File: config.mk
export PLATFORM = sky130hd
export DESIGN_NAME = acb_bias_ctrl
export DESIGN_NICKNAME = d
export VERILOG_FILES = /design/src/rtl/acb_pkg.sv /design/src/rtl/acb_line_divider.sv /design/src/rtl/acb_trans_counter.sv /design/src/rtl/acb_bias_ctrl.sv
export SDC_FILE = /design/constraint.sdc
export NUM_CORES = 1
export LEC_CHECK = 0
export BUFFER_PORTS_ARGS = -buffer_cell sky130_fd_sc_hd__buf_2
export CELL_PAD_IN_SITES_DETAIL_PLACEMENT = 1
export CELL_PAD_IN_SITES_GLOBAL_PLACEMENT = 2
export CORE_ASPECT_RATIO = 1.75
export CORE_MARGIN = 10
export CORE_UTILIZATION = 23
export DETAILED_ROUTE_END_ITERATION = 8
export PLACE_DENSITY_LB_ADDON = 0.1
export SYNTH_ARGS = -nofsm -noshare
export SYNTH_HDL_FRONTEND = slang
export SYNTH_SLANG_ARGS = --single-unit
File: constraint.sdc
create_clock -name clk -period 7.16 [get_ports clk]
set_clock_uncertainty 0.05 [all_clocks]
set_input_delay 1.432 -clock clk [delete_from_list [all_inputs] [get_ports clk]]
set_output_delay 1.432 -clock clk [all_outputs]
set_load 0.02 [all_outputs]
File: src/rtl/acb_pkg.sv
package acb_pkg;
    typedef enum logic [1:0] {
        ST_OFF   = 2'd0,
        ST_COUNT = 2'd1,
        ST_HOLD  = 2'd2
    } acb_state_e;
endpackage

File: src/rtl/acb_line_divider.sv
module acb_line_divider #(
    parameter int PERIOD_W = 8
) (
    input  logic                clk,
    input  logic                rst_n,
    input  logic                line_stb,
    input  logic [PERIOD_W-1:0] period,
    output logic                bias,
    output logic                tog_pulse
);
    localparam int EXT_W = PERIOD_W + 1;

    logic [PERIOD_W-1:0] cnt_q;
    logic [PERIOD_W-1:0] eff_period;
    logic                term;
    logic                bias_q;

    always_comb begin
        eff_period = (period == '0) ? PERIOD_W'(1) : period;
        term       = ({1'b0, cnt_q} + EXT_W'(1)) >= {1'b0, eff_period};
        tog_pulse  = line_stb && term;
        bias       = bias_q;
    end

    always_ff @(posedge clk or negedge rst_n) begin
        if (!rst_n) begin
            cnt_q  <= '0;
            bias_q <= 1'b0;
        end else if (line_stb) begin
            cnt_q <= term ? '0 : cnt_q + PERIOD_W'(1);
            if (term) begin
                bias_q <= ~bias_q;
            end
        end
    end

    // the pin never moves without a line strobe
    p_pin_only_on_strobe_r1: assert property (@(posedge clk) disable iff (!rst_n)
        !line_stb |=> $stable(bias_q));

    // with period 0 every strobe flips the pin
    p_zero_period_r2: assert property (@(posedge clk) disable iff (!rst_n)
        (line_stb && period == '0) |=> (bias_q != $past(bias_q)));
endmodule

File: src/rtl/acb_trans_counter.sv
module acb_trans_counter
    import acb_pkg::*;
#(
    parameter int TRANS_W = 4
) (
    input  logic               clk,
    input  logic               rst_n,
    input  logic               tog_pulse,
    input  logic [TRANS_W-1:0] limit,
    input  logic               clr,
    output logic               status
);
    localparam int EXT_W = TRANS_W + 1;

    acb_state_e         state_q, state_d;
    logic [TRANS_W-1:0] cnt_q, cnt_d;
    logic               reach;

    always_comb begin
        state_d = state_q;
        cnt_d   = cnt_q;
        reach   = ({1'b0, cnt_q} + EXT_W'(1)) >= {1'b0, limit};
        if (limit == '0) begin
            state_d = ST_OFF;
            cnt_d   = '0;
        end else begin
            unique case (state_q)
                ST_OFF: begin
                    state_d = ST_COUNT;
                    cnt_d   = '0;
                end
                ST_COUNT: begin
                    if (clr) begin
                        cnt_d = '0;
                    end else if (tog_pulse) begin
                        if (reach) begin
                            state_d = ST_HOLD;
                            cnt_d   = limit;
                        end else begin
                            cnt_d = cnt_q + TRANS_W'(1);
                        end
                    end
                end
                ST_HOLD: begin
                    if (clr) begin
                        state_d = ST_COUNT;
                        cnt_d   = '0;
                    end
                end
                default: begin
                    state_d = ST_OFF;
                    cnt_d   = '0;
                end
            endcase
        end
    end

    always_ff @(posedge clk or negedge rst_n) begin
        if (!rst_n) begin
            state_q <= ST_OFF;
            cnt_q   <= '0;
        end else begin
            state_q <= state_d;
            cnt_q   <= cnt_d;
        end
    end

    always_comb begin
        status = (state_q == ST_HOLD);
    end

    // count frozen while status held
    p_hold_frozen_r5: assert property (@(posedge clk) disable iff (!rst_n)
        (state_q == ST_HOLD && !clr && limit != '0) |=> $stable(cnt_q));

    // a clear restarts the count and keeps status low
    p_clr_restart_r6: assert property (@(posedge clk) disable iff (!rst_n)
        clr |=> (cnt_q == '0 && state_q != ST_HOLD));

    // disabled target forces status low
    p_off_quiet_r8: assert property (@(posedge clk) disable iff (!rst_n)
        (limit == '0) |=> (!status && cnt_q == '0));

    // status only rises on a counted toggle
    p_status_needs_toggle_r4: assert property (@(posedge clk) disable iff (!rst_n)
        $rose(status) |-> $past(tog_pulse));
endmodule

File: src/rtl/acb_bias_ctrl.sv
module acb_bias_ctrl #(
    parameter int PERIOD_W = 8,
    parameter int TRANS_W  = 4
) (
    input  logic                clk,
    input  logic                rst_n,
    input  logic                line_stb,
    input  logic [PERIOD_W-1:0] tog_period,
    input  logic [TRANS_W-1:0]  trans_per_irq,
    input  logic                stat_clr,
    input  logic                irq_en,
    output logic                bias_out,
    output logic                status,
    output logic                irq
);
    logic tog_pulse;

    acb_line_divider #(.PERIOD_W(PERIOD_W)) u_div (
        .clk       (clk),
        .rst_n     (rst_n),
        .line_stb  (line_stb),
        .period    (tog_period),
        .bias      (bias_out),
        .tog_pulse (tog_pulse)
    );

    acb_trans_counter #(.TRANS_W(TRANS_W)) u_cnt (
        .clk       (clk),
        .rst_n     (rst_n),
        .tog_pulse (tog_pulse),
        .limit     (trans_per_irq),
        .clr       (stat_clr),
        .status    (status)
    );

    always_comb begin
        irq = status && irq_en;
    end

    // status rises together with a pin flip
    p_status_with_flip_r4: assert property (@(posedge clk) disable iff (!rst_n)
        $rose(status) |-> (bias_out != $past(bias_out)));
endmodule

# Word-level counts from Yosys, hierarchy flattened
# Cells that the tools add are included.
dict set report classes {
  n_eq_ne 7
  muxes 14
  reduce_logical 8
  bitwise_logic 1
  addsub 4
  order_cmp 2
}
# operator n
set ops {}
lappend ops {{two-way mux 4 bit} 5}
lappend ops {{two-way mux 8 bit} 2}
lappend ops {{two-way mux 2 bit} 5}
lappend ops {{adder 8 x 1 -> 9 bit, second input constant} 1}
lappend ops {{>= comparator 9 x 8 -> 1 bit} 1}
lappend ops {{!= test 3 x 2 -> 1 bit, second input constant} 3}
lappend ops {{adder 8 x 1 -> 8 bit, second input constant} 1}
lappend ops {{logical NOT 8 bit} 1}
lappend ops {{one-hot mux 4 bit (2 select lines)} 1}
lappend ops {{one-hot mux 2 bit (3 select lines)} 1}
lappend ops {{adder 4 x 1 -> 5 bit, second input constant} 1}
lappend ops {{>= comparator 5 x 4 -> 1 bit} 1}
lappend ops {{adder 4 x 1 -> 4 bit, second input constant} 1}
lappend ops {{logical NOT 4 bit} 1}
lappend ops {{!= test 4 x 3 -> 1 bit, second input constant} 1}
lappend ops {{AND reduction 2 bit} 2}
lappend ops {{AND reduction 4 bit} 1}
lappend ops {{!= test 3 x 1 -> 1 bit, second input constant} 1}
lappend ops {{equality test 2 x 1 -> 1 bit, second input constant} 1}
lappend ops {{equality test 2 bit, second input constant} 1}
lappend ops {{logical AND 1 bit} 2}
lappend ops {{logical NOT 2 bit} 1}
lappend ops {{inverter 1 bit} 1}
dict set report word_totals {
  ff_bits 15
  input_bits 17
  wordCells 40
}

# Longest topological paths before layout
# Gate-level depths: netlist of run 1.
dict set report depth {
  depth_word 8
  depth_mapped 13
}

# Hierarchy
# A second synthesis of run 1 with hierarchy kept.
dict set report hier_totals {
  hier_cells 131
  hier_area_um2 1216.2
}
# mod cells_each area_per_inst_um2 instances
set modules_own_cells {}
lappend modules_own_cells {acb_line_divider 80 735.7 1}
lappend modules_own_cells {acb_trans_counter 50 474.2 1}
lappend modules_own_cells {acb_bias_ctrl 1 6.3 1}

# Worst setup path before layout of run 1
# No wires, ideal clock.
dict set report synth_timing {
  kind {in2out}
  startpoint {in irq_en}
  endpoint {out irq}
  required_time_ns 5.678
  slack_ns 4.036
  stages 1
  arrival_ns 1.642
  path_cell_list {and2_1}
}
dict set report synth_between {
  elab_chain_len 1
}
# element line_no
set synth_rtl {}
lappend synth_rtl {{start, declared} acb_bias_ctrl.sv:11} ;# input logic irq_en,
lappend synth_rtl {{logical AND 1 bit} acb_bias_ctrl.sv:37} ;# irq = status && irq_en;
lappend synth_rtl {{end, declared} acb_bias_ctrl.sv:14} ;# output logic irq
# Every way passes these cells.

# Worst setup path in the final report of run 1
dict set report layout_timing {
  startpoint {in tog_period[5]}
  endpoint {reg u_cnt.cnt_q[2]}
}
dict set report layout_between {
  elab_chain_len 6
}
# element line_no
set layout_rtl {}
lappend layout_rtl {{start, declared} acb_bias_ctrl.sv:8} ;# input logic [PERIOD_W-1:0] tog_period,
lappend layout_rtl {{logical NOT 8 bit} acb_line_divider.sv:19} ;# eff_period = (period == '0) ? PERIOD_W'(1) : period;
lappend layout_rtl {{two-way mux 8 bit (*)} acb_line_divider.sv:19}
lappend layout_rtl {{>= comparator 9 x 8 -> 1 bit (*)} acb_line_divider.sv:20} ;# term = ({1'b0, cnt_q} + EXT_W'(1)) >= {1'b0, eff_period};
lappend layout_rtl {{logical AND 1 bit (*)} acb_line_divider.sv:21} ;# tog_pulse = line_stb && term;
lappend layout_rtl {{!= test 4 x 3 -> 1 bit (no source line) (*)} --}
lappend layout_rtl {{AND reduction 2 bit (no source line) (*)} --}
lappend layout_rtl {{end signal, assigned} acb_trans_counter.sv:64} ;# cnt_q <= cnt_d;
lappend layout_rtl {{end, declared} acb_trans_counter.sv:16} ;# logic [TRANS_W-1:0] cnt_q, cnt_d;
# Mark *: on every way between the ends. The rest lies on a longest branch, timed or not.
# A chain may end at the register's enable or synchronous reset.

==> results of run 1 <==
per-stage QoR:
step / worst slack (ns) / cells / cell area [um2] / hold slack [ns] / utilization, %
6_report: 3.88 / 212 / 1410 / 0.474 / 27.0
5_1_grt: 3.75 / 212 / 1410 / 0.495 / 27.0
4_1_cts: 3.84 / 212 / 1410 / 0.494 / 27.0
3_5_place_dp: 3.57 / 208 / 1360 / 0.481 / 26.1
3_3_place_gp: 3.72 / 208 / 1360 / 0.480 / 26.1
2_1_floorplan: 4.04 / 137 / 1220 / 0.442 / -
per-layer routing:
layer / routed length [um] / GRT usage [%] / up-vias
li1: - / - / 530
met1: 1180 / 7.45 / 510
met3: 141 / 1.70 / 2
met5: 0 / 0 / -
met4: 25 / 3.05 / 0
met2: 2160 / 17.6 / 14
area by class of cell:
cell class	instances	area (um2)
Multi-Input combinational cell	102	757
Sequential cell	15	375
Clock buffer	3	41.3
Timing Repair Buffer	19	95.1
Fill cell	626	3800
Clock inverter	1	5.00
Inverter	17	63.8
Tap cell	55	68.8
layout by cell type (no fill, tap or decap), types with 3 or more instances in the layout:
cell type	count
a32o_1	3
nand3_1	10
ha_1	14
nand2b_1	3
clkbuf_8	3
xor2_1	4
a21oi_1	8
o2bb2ai_1	4
buf_2	19
inv_1	16
nor4_1	3
nor2_1	7
xnor2_1	5
dfrtp_1	15
nand2_1	9
o21ai_1	5
final timing paths:
check | startpoint | to | slack (ns) | depth (start not counted)
worst max-delay path | tog_period[5] | u_cnt.cnt_q[2] | 3.88 | 9
worst min-delay path | u_div.bias | u_div.bias | 0.47 | 1
worst max register to register | u_div.cnt_q[0] | u_cnt.cnt_q[2] | 4.15 | 11
worst min register to register | u_div.bias | u_div.bias | 0.47 | 1
max in group asynchronous | rst_n | u_div.cnt_q[5] | 5.75 | 1
min in group asynchronous | rst_n | u_cnt.cnt_q[2] | 1.04 | 1
critical path: stages:
cell and delay [ns]:
buf_2 0.10, nor4_1 0.32, a41o_1 0.22, ha_1 0.11, o21ai_1 0.07, a211oi_2 0.35, o21a_1 0.37, o22ai_2 0.16
a32o_1 0.23
kinds of logic (layout without fill, tap and decap cells):
logic type      count (synthesis)  in the layout
buf+inv                        20             40
xor+xnor                        9              9
compound gates                 36             36
flops                          15             15
mux                             2              2
fa+ha+maj                      14             14
simple gates                   41             41
sequential cells by signal, summed over array words and instances (netlist names):
| register | flops |
|---|---|
| u_cnt.cnt_q | 4 |
| u_cnt.state_q | 2 |
| u_div.bias | 1 |
| u_div.cnt_q | 8 |
report_power, final:
part,switching (mW),internal (mW),total (mW),leakage (nW)
Clock,0.0310,0.0385,0.0695,0.0255
Sequential,0.0266,0.104,0.130,0.194
Combinational,0.0794,0.0642,0.144,0.502
Total,0.137,0.206,0.343,0.721
==> flow_summary.ini, run 1 <==
[clocking]
hold_buffers = 0
cts_tree = done
post_cts_resized = 0
htreeDepth = 1
numCtsBuffers = 3
cts_buffer_depth = 2
clkSlewWorstSetupHoldPaths_ns = 0.07
cts_setup_buffers = 0
cts-root-buf = clkbuf_8
worst_skew_pair.late_latency_ns = 0.25
clock-sinks = 15

[floorplan]
die_area_um2 = 8720
rows = 35
io_pins = 20
core_area_um2 = 5210
initial_core_util_pct = 23.4
fp.dieW_um = 75.0
dieHeight_um = 116

[place]
io_buffers = 19
place_hpwl_mm = 3.06
place.gp.congestion = 0.747

[power_and_ir_drop]
powerDensity_nw_per_um2 = 244
p_total_mw = 0.343
p_leak_nw = 0.721
max-vdd-ir-drop_uv = 60.1

[grt]
track_usage_pct = 8.52
grt_max_degree = 16
grt_pass1_wl_mm = 5.66
antenna_found_initial = 0
first_global_vias = 1211
grt_remaining_overflow = 0

[sta]
max_freq_mhz = 305
rsz0062_at_grt = false
fin_tns_setup_ns = 0
timing.slew.headroom_pct = 66.1
min_period_over_period_pct = 45.9
worst_pin_slew_ns = 0.504
hold_viol = 0
slew_violations = 0
fin_crit_ns = 3.28
setup_viol = 0

[critical_path]
cp-start-kind = input pin
cp_max_fo = 8
critPathKind = in2reg
cp_data_arrival_time_ns = 3.37
cp.required_ns = 7.25
endpoint_kind = register

[yosys]
async_flop_share_pct = 100
yosysWarnings = 0
synth_top_family_by_area = compound AO/OA/AOI/OAI gates
syn_area_per_cell_um2 = 8.90
ys_ff_latch = 15
yosys.area_share.simple_pct = 16.6
synth_most_common_cell = inv_1
yosys.area.top_type_share_pct = 30.8
ys_seq_area_share_pct = 30.8
synth.area.top_cells = dfrtp_1, ha_1, inv_1
synth.net_count = 168
synth_edf_count = 0
synth.lib_cells_used.distinct = 42
synthFlopType = dfrtp_1
synthMuxAreaShare_pct = 2.05
synth_top_area_cell = dfrtp_1
synth_fa_ha_area_share_pct = 14.4
synth_commonest_cells = inv_1, dfrtp_1, ha_1
synth_cells = 137
netlist_area_um2 = 1220
yosys.area_share.xor_xnor_pct = 6.47
synth_compound_area_share_pct = 22.6

[run]
max_cap_violations = 0

[route]
drtPass1Iterations = 2
drc = 0
wl_per_cell_um = 16.5
totalWireLength_mm = 3.50
drt_iter0_drc = 19
ant_nets = 0
viasPerCell = 4.98
vias = 1056

[cells_and_area]
diodes = 0
drive_above_1_share_pct = 19.1
syn2layout_area_growth_pct = 15.4
layout.nets = 189

[hold_path]
min_path_type = reg2reg

[run_status]
status = completed
No activity file was read; power rests on OpenSTA's default activity.
==> run 2, diff against run 1 <==
- clock period: 7.16 -> 3.3 ns (I/O delays scaled with it)
==> flow_summary.ini, run 2 (synthesis results as in run 1) <==
[route]
drtPass1Iterations = 3
wl_per_cell_um = 17.4
drt_iter0_drc = 12
totalWireLength_mm = 3.69
ant_nets = 0
vias = 1079
drc = 0
viasPerCell = 5.09

[floorplan]
rows = 35
io_pins = 20
fp.dieW_um = 75.0
core_area_um2 = 5210
initial_core_util_pct = 23.4
dieHeight_um = 116
die_area_um2 = 8720

[power_and_ir_drop]
max-vdd-ir-drop_uv = 168
powerDensity_nw_per_um2 = 539
p_leak_nw = 0.721

[cells_and_area]
syn2layout_area_growth_pct = 15.4
final_cell_mix = buf_2, inv_1, dfrtp_1
n_fill_cell = 621
regMostFlops = u_div.cnt_q
drive_above_1_share_pct = 19.1
final_common_cell = buf_2
top_regs = u_div.cnt_q x8, u_cnt.cnt_q x4, u_cnt.state_q x2
diodes = 0
largest_reg_flops = 8
layout.nets = 189

[sta]
worst_pin_slew_ns = 0.478
setup_viol = 0
rsz0062_at_grt = false
hold_viol = 0
finalWorstSetupSlack_ns = 0.277
fin_crit_ns = 3.02
min_period_over_period_pct = 91.6
timing.slew.headroom_pct = 67.8
holdWs_ns = 0.266
max_freq_mhz = 331
slew_violations = 0
fin_tns_setup_ns = 0

[place]
place_hpwl_mm = 3.21
detailedPlace.worstSlack_ns = 0.254
place.gp.congestion = 0.733
io_buffers = 19

[grt]
grt_max_degree = 16
first_global_vias = 1260
track_usage_pct = 9.14
antenna_found_initial = 0
grt_pass1_wl_mm = 6.04
grt_remaining_overflow = 0

[critical_path]
critPathKind = reg2reg
endpoint_kind = register
timing.critical_path.buf_inv = 1
cp.required_ns = 3.38
cp_max_fo = 8
crit_family = compound AO/OA/AOI/OAI gates
cp_data_arrival_time_ns = 3.10
cpMostUsedCell = nand3_1
slowest_stage = dfrtp_1
crit_chain = ha_1 -> nand3_1 -> inv_1 -> nand3_1 -> xnor2_1 -> ha_1 -> nand3_1 -> a211oi_2 -> o21a_1 -> o22ai_2 -> a32o_1
crit_path_max_incr_delay_ns = 0.45
cp-start-kind = register

[clocking]
cts_tree = done
worst_skew_pair.late_latency_ns = 0.25
cts_buffer_depth = 2
clock-sinks = 15
hold_buffers = 0
post_cts_resized = 0
htreeDepth = 1
cts_setup_buffers = 0
clkSlewWorstSetupHoldPaths_ns = 0.07
cts-root-buf = clkbuf_8
numCtsBuffers = 3

[run_status]
status = completed

[hold_path]
min_path_type = in2async

[run]
max_cap_violations = 0
## run 2: cell counts in the layout (fill, tap and decap cells not counted)
Identical to the previous run, type by type.
## run 2: worst reg2reg max path, cell delays in order, from the launching register on
cell and delay (ns):
dfrtp_1 0.45, ha_1 0.28, nand3_1 0.21, inv_1 0.10
nand3_1 0.12, xnor2_1 0.16, ha_1 0.31, nand3_1 0.10
a211oi_2 0.35, o21a_1 0.39, o22ai_2 0.17, a32o_1 0.23
## run 2: path summary, 6_finish.rpt
path	cells past startpoint	from	end	slack [ns]
max	11	u_div.cnt_q[0]	u_cnt.cnt_q[1]	0.28
min	1	rst_n	u_cnt.state_q[1]	0.27
max reg2reg	11	u_div.cnt_q[0]	u_cnt.cnt_q[1]	0.28
min reg2reg	1	u_div.bias	u_div.bias	0.45
max in group asynchronous	1	rst_n	u_cnt.cnt_q[3]	2.66
min in group clk	1	u_div.bias	u_div.bias	0.45
## run 2: layer usage
| layer | vias to the layer above | track usage, % | share of wire (%) |
|---|---|---|---|
| met5 | - | 0 | 0 |
| met4 | 0 | 2.66 | 0.92 |
| met3 | 2 | 1.70 | 4.1 |
| met2 | 14 | 20.3 | 63 |
| met1 | 530 | 7.06 | 32 |
| li1 | 533 | - | - |
## run 2: through the flow
stage / util (%) / cell area [um2] / total power [mW] / instances
2_1_floorplan: - / 1220 / 0.508 / 137
3_3_place_gp: 26.1 / 1360 / 0.612 / 208
3_5_place_dp: 26.1 / 1360 / 0.620 / 208
4_1_cts: 27.0 / 1410 / 0.778 / 212
5_1_grt: 27.0 / 1410 / 0.833 / 212
6_report: 27.0 / 1410 / 0.758 / 212
## run 2: area by class of cell
cell class	count	area, um2	share of cell area, %
inverters	17	63.8	4.54
well taps	55	68.8	4.89
multi-input cells	102	757	53.8
clock inverters	1	5.00	0.356
clock buffers	3	41.3	2.94
repair buffers	19	95.1	6.76
flip-flops and latches	15	375	26.7
## run 2: power breakdown
part,total [mW],switching (mW),internal (mW)
clock,0.152,0.0683,0.0835
sequential,0.281,0.0562,0.225
combinational,0.326,0.185,0.140
==> run 3, diff against run 2 <==
- RECOVER_POWER: not set -> 100
==> flow_summary.ini, run 3 (synthesis results as in run 1) <==
[cells_and_area]
layout.nets = 189
regMostFlops = u_div.cnt_q
top_regs = u_div.cnt_q x8, u_cnt.cnt_q x4, u_cnt.state_q x2
diodes = 0
final_common_cell = inv_1
syn2layout_area_growth_pct = 15.0
drive_above_1_share_pct = 16.6
fin_area_um2 = 1400
n_fill_cell = 624
final_cell_mix = inv_1, buf_2, dfrtp_1
largest_reg_flops = 8

[clocking]
worst_skew_pair.late_latency_ns = 0.25
hold_buffers = 0
post_cts_resized = 0
cts_setup_buffers = 0
cts-root-buf = clkbuf_8
clock-sinks = 15
htreeDepth = 1
cts_tree = done
clkSlewWorstSetupHoldPaths_ns = 0.06
cts_buffer_depth = 2
numCtsBuffers = 3

[run_status]
status = completed

[place]
place_hpwl_mm = 3.21
io_buffers = 19
place.gp.congestion = 0.733
place_area_um2 = 1360

[sta]
timing.slew.headroom_pct = 39.9
holdWs_ns = 0.446
hold_viol = 0
slew_violations = 0
worst_pin_slew_ns = 0.901
fin_tns_setup_ns = 0
rsz0062_at_grt = false
setup_viol = 0
min_period_over_period_pct = 91.3
max_freq_mhz = 332
fin_crit_ns = 3.01

[critical_path]
slowest_stage = dfrtp_1
timing.critical_path.buf_inv = 1
cp-start-kind = register
cp_max_fo = 8
cp_data_arrival_time_ns = 3.10
critPathKind = reg2reg
crit_path_max_incr_delay_ns = 0.45
endpoint_kind = register
cpMostUsedCell = nand3_1
crit_family = compound AO/OA/AOI/OAI gates
crit_chain = ha_1 -> nand3_1 -> inv_1 -> nand3_1 -> xnor2_1 -> ha_1 -> nand3_1 -> a211oi_2 -> o21a_1 -> o22ai_2 -> a32o_1
cp.required_ns = 3.38

[floorplan]
rows = 35
core_area_um2 = 5210
dieHeight_um = 116
io_pins = 20
initial_core_util_pct = 23.4
die_area_um2 = 8720
fp.dieW_um = 75.0

[grt]
grt_max_degree = 16
antenna_found_initial = 0
track_usage_pct = 9.14
grt_remaining_overflow = 0
first_global_vias = 1260
grt_pass1_wl_mm = 6.04

[power_and_ir_drop]
max-vdd-ir-drop_uv = 167
p_leak_nw = 0.705
p_total_mw = 0.754
powerDensity_nw_per_um2 = 538

[route]
totalWireLength_mm = 3.72
drtPass1Iterations = 2
viasPerCell = 5.08
ant_nets = 0
wl_per_cell_um = 17.5
vias = 1076
drc = 0
drt_iter0_drc = 13

[hold_path]
min_path_type = reg2reg

[run]
max_cap_violations = 0
[run 3: changes by cell type in the layout (fill, tap and decap cells not counted), sizes merged]
cell / previous run / this run
buf: 19 / 15
clkbuf: 3 / 7
[run 3: worst reg2reg max path, delay by kind of cell (launching register included)]
| family | cells | cell delay, ns |
|---|---|---|
| AOI/OAI and AO/OA | 4 | 1.14 |
| adders and majority gates | 2 | 0.58 |
| DFF | 1 | 0.45 |
| and+or+nand+nor | 3 | 0.42 |
| xor gates and xnor gates | 1 | 0.16 |
| buffers and inverters | 1 | 0.10 |
[run 3: stage by stage]
stage          utilization (%)  setup WS [ns]  cells
6_report                  26.9          0.286    212
5_1_grt                   26.9         0.0568    212
4_1_cts                   27.0          0.237    212
3_5_place_dp              26.1          0.254    208
3_3_place_gp              26.1          0.307    208
2_1_floorplan                -          0.810    137
[run 3: cell type report]
class / count / area [um2] / area share (%)
multi-input cells: 102 / 757 / 54.0
flip-flops and latches: 15 / 375 / 26.8
repair buffers: 19 / 90.1 / 6.43
well taps: 55 / 68.8 / 4.91
inverters: 17 / 63.8 / 4.55
clock buffers: 3 / 41.3 / 2.95
clock inverters: 1 / 5.00 / 0.357
[run 3: per-layer routing]
metal | routed length (um) | global-route usage (%) | vias up
met4 | 34 | 2.66 | 0
met3 | 153 | 1.70 | 2
met5 | 0 | 0 | -
li1 | - | - | 531
met2 | 2320 | 20.3 | 14
met1 | 1210 | 7.06 | 529
[run 3: path summary, 6_finish.rpt]
| kind | startpoint | to | slack [ns] | depth (start not counted) |
|---|---|---|---|---|
| worst max-delay path | u_div.cnt_q[0] | u_cnt.cnt_q[1] | 0.29 | 11 |
| worst min-delay path | u_div.bias | u_div.bias | 0.45 | 1 |
| worst max register to register | u_div.cnt_q[0] | u_cnt.cnt_q[1] | 0.29 | 11 |
| worst min register to register | u_div.bias | u_div.bias | 0.45 | 1 |
| max in group asynchronous | rst_n | u_cnt.cnt_q[3] | 2.18 | 1 |
| min in group asynchronous | rst_n | u_cnt.state_q[1] | 0.46 | 1 |
[run 3: where the power goes]
group / total [mW] / internal, mW / leakage [nW] / switching [mW]
clock: 0.151 / 0.0835 / 0.0255 / 0.0678
sequential: 0.282 / 0.225 / 0.194 / 0.0568
combinational: 0.321 / 0.138 / 0.485 / 0.184
